[src/rtl/pfx_add_pkg.sv]
package pfx_add_pkg;
  localparam int unsigned LIMB_W = 32;

  // two-bit signed carry class: -1 propagate, 1 generate, 0 kill
  typedef logic [1:0] cflag_t;
  localparam cflag_t FLG_KILL = 2'b00;
  localparam cflag_t FLG_GEN  = 2'b01;
  localparam cflag_t FLG_PROP = 2'b11;

  // merge upper class with lower: signed max, then mask by upper
  function automatic cflag_t flag_merge(cflag_t upper, cflag_t lower);
    cflag_t big;
    big = ($signed(upper) > $signed(lower)) ? upper : lower;
    return big & upper;
  endfunction
endpackage

[src/rtl/limb_sum_stage.sv]
module limb_sum_stage
  import pfx_add_pkg::*;
#(
  parameter int unsigned NLIMBS = 16,
  parameter int unsigned LW     = LIMB_W,
  parameter bit          REG    = 1'b1
) (
  input  logic                         clk_i,
  input  logic                         rst_ni,
  input  logic                         valid_i,
  input  logic [NLIMBS-1:0][LW-1:0]    a_i,
  input  logic [NLIMBS-1:0][LW-1:0]    b_i,
  output logic                         valid_o,
  output logic [NLIMBS-1:0][LW-1:0]    sum_o,
  output cflag_t [NLIMBS-1:0]          flag_o
);
  logic [NLIMBS-1:0][LW-1:0] sum_d;
  cflag_t [NLIMBS-1:0]       flag_d;

  for (genvar i = 0; i < NLIMBS; i++) begin : g_limb
    logic [LW:0] wide;
    assign wide     = {1'b0, a_i[i]} + {1'b0, b_i[i]};
    assign sum_d[i] = wide[LW-1:0];
    assign flag_d[i] = wide[LW]       ? FLG_GEN  :
                       (&wide[LW-1:0]) ? FLG_PROP : FLG_KILL;

    // generate class matches a wrapped limb sum
    p_gen_wrap_r1: assert property (@(posedge clk_i) disable iff (!rst_ni)
      (flag_d[i] == FLG_GEN) == (sum_d[i] < a_i[i]));
  end

  if (REG) begin : g_reg
    always_ff @(posedge clk_i or negedge rst_ni) begin
      if (!rst_ni) begin
        valid_o <= 1'b0;
        sum_o   <= '0;
        flag_o  <= '0;
      end else begin
        valid_o <= valid_i;
        sum_o   <= sum_d;
        flag_o  <= flag_d;
      end
    end
  end else begin : g_comb
    assign valid_o = valid_i;
    assign sum_o   = sum_d;
    assign flag_o  = flag_d;
  end
endmodule

[src/rtl/prefix_level.sv]
module prefix_level
  import pfx_add_pkg::*;
#(
  parameter int unsigned NLIMBS = 16,
  parameter int unsigned LW     = LIMB_W,
  parameter int unsigned STRIDE = 1,
  parameter bit          REG    = 1'b1
) (
  input  logic                         clk_i,
  input  logic                         rst_ni,
  input  logic                         valid_i,
  input  logic [NLIMBS-1:0][LW-1:0]    sum_i,
  input  cflag_t [NLIMBS-1:0]          flag_i,
  output logic                         valid_o,
  output logic [NLIMBS-1:0][LW-1:0]    sum_o,
  output cflag_t [NLIMBS-1:0]          flag_o
);
  cflag_t [NLIMBS-1:0] flag_d;

  for (genvar i = 0; i < NLIMBS; i++) begin : g_pos
    if (i >= STRIDE) begin : g_merge
      assign flag_d[i] = flag_merge(flag_i[i], flag_i[i-STRIDE]);

      p_prop_take_r4: assert property (@(posedge clk_i) disable iff (!rst_ni)
        (flag_i[i] == FLG_PROP) |-> (flag_d[i] == flag_i[i-STRIDE]));
      p_kill_hold_r6: assert property (@(posedge clk_i) disable iff (!rst_ni)
        (flag_i[i] == FLG_KILL) |-> (flag_d[i] == FLG_KILL));
      p_gen_hold_r5: assert property (@(posedge clk_i) disable iff (!rst_ni)
        (flag_i[i] == FLG_GEN) |-> (flag_d[i] == FLG_GEN));
    end else begin : g_ident
      // lower neighbour is the all-ones identity
      assign flag_d[i] = flag_i[i];
    end
  end

  if (REG) begin : g_reg
    always_ff @(posedge clk_i or negedge rst_ni) begin
      if (!rst_ni) begin
        valid_o <= 1'b0;
        sum_o   <= '0;
        flag_o  <= '0;
      end else begin
        valid_o <= valid_i;
        sum_o   <= sum_i;
        flag_o  <= flag_d;
      end
    end
  end else begin : g_comb
    assign valid_o = valid_i;
    assign sum_o   = sum_i;
    assign flag_o  = flag_d;
  end
endmodule

[src/rtl/carry_apply.sv]
module carry_apply
  import pfx_add_pkg::*;
#(
  parameter int unsigned NLIMBS = 16,
  parameter int unsigned LW     = LIMB_W
) (
  input  logic [NLIMBS-1:0][LW-1:0]    sum_i,
  input  cflag_t [NLIMBS-1:0]          flag_i,
  output logic [NLIMBS-1:0][LW-1:0]    sum_o,
  output logic                         carry_o
);
  // a resolved class left at propagate means no carry
  for (genvar i = 0; i < NLIMBS; i++) begin : g_out
    if (i == 0) begin : g_base
      assign sum_o[i] = sum_i[i];
    end else begin : g_up
      assign sum_o[i] = sum_i[i] + LW'(flag_i[i-1] == FLG_GEN);
    end
  end

  assign carry_o = (flag_i[NLIMBS-1] == FLG_GEN);
endmodule

[src/rtl/pfx_limb_adder.sv]
module pfx_limb_adder
  import pfx_add_pkg::*;
#(
  parameter int unsigned NLIMBS = 16,
  parameter bit          PIPE   = 1'b1,
  localparam int unsigned LW     = LIMB_W,
  localparam int unsigned WIDTH  = NLIMBS * LW,
  localparam int unsigned LEVELS = (NLIMBS > 1) ? $clog2(NLIMBS) : 0
) (
  input  logic             clk_i,
  input  logic             rst_ni,
  input  logic             valid_i,
  input  logic [WIDTH-1:0] a_i,
  input  logic [WIDTH-1:0] b_i,
  output logic             valid_o,
  output logic [WIDTH-1:0] sum_o,
  output logic             carry_o
);
  logic                      st_valid [LEVELS+1];
  logic [NLIMBS-1:0][LW-1:0] st_sum   [LEVELS+1];
  cflag_t [NLIMBS-1:0]       st_flag  [LEVELS+1];
  logic [NLIMBS-1:0][LW-1:0] final_sum;

  limb_sum_stage #(.NLIMBS(NLIMBS), .LW(LW), .REG(PIPE)) u_sum (
    .clk_i   (clk_i),
    .rst_ni  (rst_ni),
    .valid_i (valid_i),
    .a_i     (a_i),
    .b_i     (b_i),
    .valid_o (st_valid[0]),
    .sum_o   (st_sum[0]),
    .flag_o  (st_flag[0])
  );

  for (genvar l = 0; l < LEVELS; l++) begin : g_lvl
    prefix_level #(
      .NLIMBS (NLIMBS),
      .LW     (LW),
      .STRIDE (1 << l),
      .REG    (PIPE)
    ) u_lvl (
      .clk_i   (clk_i),
      .rst_ni  (rst_ni),
      .valid_i (st_valid[l]),
      .sum_i   (st_sum[l]),
      .flag_i  (st_flag[l]),
      .valid_o (st_valid[l+1]),
      .sum_o   (st_sum[l+1]),
      .flag_o  (st_flag[l+1])
    );
  end

  carry_apply #(.NLIMBS(NLIMBS), .LW(LW)) u_apply (
    .sum_i   (st_sum[LEVELS]),
    .flag_i  (st_flag[LEVELS]),
    .sum_o   (final_sum),
    .carry_o (carry_o)
  );

  assign sum_o   = final_sum;
  assign valid_o = st_valid[LEVELS];
endmodule

[config.mk]
export PLATFORM = sky130hd
export DESIGN_NAME = pfx_limb_adder
export DESIGN_NICKNAME = d
export VERILOG_FILES = /design/src/rtl/pfx_add_pkg.sv /design/src/rtl/limb_sum_stage.sv /design/src/rtl/prefix_level.sv /design/src/rtl/carry_apply.sv /design/src/rtl/pfx_limb_adder.sv
export SDC_FILE = /design/constraint.sdc
export NUM_CORES = 2
export LEC_CHECK = 0
export BUFFER_PORTS_ARGS = -buffer_cell sky130_fd_sc_hd__clkbuf_2
export CAP_MARGIN = 20
export CELL_PAD_IN_SITES_DETAIL_PLACEMENT = 0
export CELL_PAD_IN_SITES_GLOBAL_PLACEMENT = 1
export CORE_AREA = 5 5 602 604
export CTS_CLUSTER_DIAMETER = 50
export CTS_CLUSTER_SIZE = 30
export DETAILED_ROUTE_END_ITERATION = 6
export DIE_AREA = 0 0 607 609
export PLACE_DENSITY = 0.65
export SLEW_MARGIN = 20
export SYNTH_ARGS = -nofsm -noshare
export SYNTH_HDL_FRONTEND = slang
export SYNTH_SLANG_ARGS = --single-unit
[constraint.sdc]
create_clock -name clk_i -period 3.9 [get_ports clk_i]
set_input_delay 0.78 -clock clk_i [delete_from_list [all_inputs] [get_ports clk_i]]
set_output_delay 0.78 -clock clk_i [all_outputs]
set_load 0.02 [all_outputs]
---- Word-level counts from Yosys, hierarchy flattened ----
Cells that the tools add are included.
W data, S select, Z words.
cells by class
  reductions and logical operators ........ 16
  add/subtract/negate cells ............... 31
  order comparisons ....................... 49
  bitwise gates (word level) .............. 49
  muxes and demuxes ....................... 81
  eq/ne operators ......................... 16
operator list
  operator              count
  $add A32 B32 Y33      16
  $reduce_and A32 Y1    16
  $add A32 B1 Y32       15
  $mux W2               81
  $and A2 B2 Y2         49
  $gt A2 B2 Y1          49
  $eq A2 B1 Y1 const B  16
word-level totals
  input bits .............................. 1,027
  register bits after elaboration ......... 2,725
  output and inout bits ................... 514
  word-level logic and storage cells ...... 407

---- Depth between registers and ports, before layout ----
  depth in word-level cells ............... 4
  depth in mapped cells ................... 14
  depth with buffers taken out ............ 14

---- Modules after synthesis ----
Synthesis repeated with hierarchy kept, for this count alone.
second synthesis, totals
  cell total of the unflattened synthesis .. 9,038
  area total of the unflattened synthesis .. 112,451.6 µm²
by module, submodules not included
  module                         area each (µm²)  cells an instance  instances  sequential area each (µm²)
  limb_sum_stage                 44,117.3         4,991              1          13,638.1
  prefix_level (g_lvl[0].u_lvl)  14,819.2         672                1          13,638.1
  prefix_level (g_lvl[1].u_lvl)  14,746.6         665                1          13,638.1
  prefix_level (g_lvl[2].u_lvl)  14,601.5         652                1          13,638.1
  prefix_level (g_lvl[3].u_lvl)  14,298.7         621                1          13,638.1
  carry_apply                    9,868.2          1,437              1          0.0

---- Least setup slack after synthesis ----
Ideal clock, no wire load.
  path kind ............................... input to register
  start point ............................. in a_i[224]
  end point ............................... reg u_sum.flag_o[15] (netlist bit)
  setup slack ............................. -0.202 ns
  data required time ...................... 3.806 ns
  path buffers ............................ 0
  stages on the path ...................... 13
  library setup time ...................... 0.094 ns
  arrival time ............................ 4.008 ns
  path through ............................ ha_1 fa_1 a21o_1 a221oi_1 o21ai_1 nor2b_1 o21ai_0 o21ai_0 xor2_1 nand4_1 or4_1 or4_1 a211oi_1
RTL lines
  element                 line                  RTL
  start: declaration      pfx_limb_adder.sv:13  input logic [WIDTH-1:0] a_i,
  end signal: assignment  limb_sum_stage.sv:41  flag_o <= flag_d;
  end: declaration        limb_sum_stage.sv:15  output cflag_t [NLIMBS-1:0] flag_o

---- Final worst setup path ----
  start point ............................. reg g_lvl[3].u_lvl.flag_o[15] (netlist bit)
  end point ............................... out sum_o[284]
between the ends
  word-level cells in the longest chain between the ends .. 2
ends and longest elaborated chain
  element                   line                  RTL
  start: declaration        prefix_level.sv:16    output cflag_t [NLIMBS-1:0] flag_o
  start signal: assignment  prefix_level.sv:45    flag_o <= flag_d;
  $eq A2 B1 Y1              carry_apply.sv:17     assign sum_o[i] = sum_i[i] + LW'(flag_i[i-1] == FLG_GEN);
  $add A32 B1 Y32           carry_apply.sv:17
  end: declaration          pfx_limb_adder.sv:16  output logic [WIDTH-1:0] sum_o,
No other way between the ends.

==> results.txt <==
sort of element at the end of the critical path -> output port
YS warnings -> 0
clock buffer count from CTS -> 268
biggest area consumer among synthesized cells -> dfrtp_1
fraction of the yosys area taken by sequential cells -> 0.632
Area after DPL -> 133000 um2
GRT Residual Overflow -> 0
number of instances in the synthesized netlist -> 8415
max-slew violation count -> 0
Core Region -> 357000 um2
final setup TNS -> -10130 ps
worst clock skew -> 44.9 ps
Required @ worst endpoint -> 3120 ps
die extent in y -> 609 um
crit path max fanout -> 2
synth top area cells -> dfrtp_1, ha_1, xnor2_1
DRT antenna net count -> 0
cell total after placement -> 16100
Skew-Pair Late Insertion Delay -> 890 ps
Total Nets Final -> 13600
max-capacitance violation count -> 0
routed via count -> 77800
Placer Congestion -> 0.993
Iteration-0 DRC Markers -> 4649
net count after synthesis -> 10200
global-route wire length before repair -> 569000 um
routed wire length -> 397000 um
post-layout worst setup margin -> -380 ps
DRC viols -> 0
Data arrival, critical path -> 3500 ps
starting density of the core -> 0.302
result of the run -> finished with violations
post-synth cell types -> 96
antenna violations before repair -> 34
number of buffers inserted by port buffering -> 1540
Syn Std Cell Area -> 108000 um2
Crit path buffers/inverters -> 4
via count of the first global-routing pass -> 83000
CTS root buffer -> clkbuf_16
final clock period utilization by the worst path -> 1.10
width of the die -> 607 um
per-cell via count in the routed design -> 4.63
tightest slew margin relative to the limit -> 0.339
most common flop cell mapped by yosys -> dfrtp_1
placement row count -> 220
power density over the cells -> 550 nW/um2
per-instance average area after synthesis -> 12.8 um2
leakage power -> 71.4 nW
element type at the critical path start -> flop
WL/cell -> 23.6 um
number of flops mapped to enable cells by yosys -> 0
Min Clock Period, post-route -> 4280 ps
CTS tree -> built
worst reg-to-reg setup slack -> 2060 ps
unrepaired setup endpoints after global routing -> true
IR drop worst, VDD -> 0.373 mV
CTS Buffer Depth -> 4
smallest hold slack -> 145 ps
share of post-route cells with drive strength above 1 -> 0.361
number of hold violations in the final report -> 0
Slew @ Worst Pin -> 991 ps
delay-heaviest family, CP -> simple AND/OR/NAND/NOR gates
Max Freq -> 234 MHz
top-area cell type share of the netlist area -> 0.632
layout-stage area growth over the synthesis result -> 39.4%
CP max stage cell -> dfrtp_1
start-to-end type of the worst setup path -> reg2out
delay of the slowest cell on the worst path -> 360 ps
setup slack after placement -> -1210 ps
worst min path class -> in2reg
post-synthesis async set-or-reset flop share -> 1.00
CTS sink cnt -> 2725
Die Area -> 370000 um2
number of primary I/O pins -> 1541
Setup violations, final -> 77
failing checks -> setup timing
non-filler instance count after layout -> 16800
synthesis-stage register bit count -> 2725
Non-Filler Cell Area, Final -> 151000 um2
first-pass iteration count of the detailed router -> 7
maximum number of pins on one net before global-route repair -> 180
total track usage -> 0.209
placed wire-length estimate -> 331000 um
clock-pin slew on the worst setup and hold paths -> 80 ps
number of levels the H-tree was split into -> 5
critical path cell sequence -> nor2b_1 -> buf_4 -> ha_4 -> ha_4 -> nand3_4 -> nor2_4 -> nand4_1 -> inv_2 -> nand4_1 -> nor2_2 -> and4_4 -> nand2_2 -> xnor2_2 -> buf_4 -> clkbuf_8
## synth_stat cells (all sizes together) (189+ instances only)
master     n
a21oi    541
nand2    568
nand3    263
ha       689
xor2     285
xnor2    595
o21ai    288
nand4    189
nor2     431
inv      280
a21o     200
dfrtp   2725
## per-stage QoR
stage / utilization / power [mW]
floorplan: - / 43.2
global route: 0.422 / 86.6
global placement: 0.373 / 53.9
CTS: 0.416 / 83.4
detailed placement: 0.373 / 54.2
finish: 0.422 / 82.8
## final cells by class
class	instances	area, um2
antenna	9	22.5
clock buffer	294	7020
timing repair buffer	3270	23300
inverter	280	1050
fill	33300	206000
tap	4773	5970
clock inverter	193	2710
multi-input combinational	5274	42300
sequential	2725	68200
## flip-flops by register name (all words and copies together), names as in the netlist
| signal | count |
|---|---|
| g_lvl.u_lvl.valid_o | 4 |
| g_lvl.u_lvl.flag_o | 128 |
| u_sum.sum_o | 512 |
| u_sum.valid_o | 1 |
| u_sum.flag_o | 32 |
| g_lvl.u_lvl.sum_o | 2048 |
## layout by cell type (no fill, tap or decap), drive strengths merged, types with 34 or more instances in the layout
cell type / count
dfrtp: 2725
a211oi: 71
nor2b: 56
nand3: 263
nor2: 431
a31oi: 68
a21o: 200
clkinv: 69
nand2: 568
o211ai: 54
o21a: 61
nand4: 189
xor2: 285
inv: 376
a21oi: 541
buf: 1889
nor3: 74
ha: 689
o21ai: 288
and4: 76
and2: 67
fa: 65
o21bai: 62
and3: 160
clkbuf: 1673
xnor2: 595
nand2b: 34
## worst paths after layout
check | cells after the start | from | endpoint
worst max register to register | 6 | u_sum.flag_o[16]$_DFF_PN0_ | g_lvl[0].u_lvl.flag_o[16]$_DFF_PN0_
min in group asynchronous | 2 | rst_ni | g_lvl[3].u_lvl.sum_o[451]$_DFF_PN0_
max in group asynchronous | 4 | rst_ni | u_sum.flag_o[11]$_DFF_PN0_
worst max-delay path | 15 | g_lvl[3].u_lvl.flag_o[15]$_DFF_PN0_ | sum_o[284]
worst min register to register | 0 | u_sum.sum_o[40]$_DFF_PN0_ | g_lvl[0].u_lvl.sum_o[40]$_DFF_PN0_
worst min-delay path | 2 | b_i[192] | u_sum.sum_o[192]$_DFF_PN0_
## cells by family (layout without fill, tap and decap cells)
logic type,Yosys count,after routing,share of synthesized area
and+or+nand+nor,2039,2039,0.0940
other,0,9,0
muxes,6,6,0.000580
AOI/OAI and AO/OA,1595,1595,0.0941
buffers and inverters,416,4037,0.0162
adders and majority gates,754,754,0.0919
DFF,2725,2725,0.632
xor gates and xnor gates,880,880,0.0715
## timing repair
item / CTS / global route
resized for setup: 922 / 473
setup buffers: 138 / 95
hold buffers: 2 / 0
pin swaps: 205 / 205
setup endpoints to repair: 279 / 247
endpoints found under the hold margin: 20 / 0
## per-layer routing
| metal | vias up | track usage | part of all wire | routed length, um |
|---|---|---|---|---|
| li1 | 36100 | - | - | - |
| met1 | 39200 | 0.259 | 0.40 | 161000 |
| met2 | 2002 | 0.362 | 0.50 | 198000 |
| met3 | 549 | 0.0373 | 0.050 | 19900 |
| met4 | 14 | 0.0822 | 0.045 | 18000 |
| met5 | - | 0 | 0.00023 | 91 |
## report_power, final
part / switching (mW) / internal (mW)
Clock: 12.7 / 14.8
Combinational: 10.5 / 7.99
Sequential: 2.90 / 33.9
(Power assumes the default switching activity.)
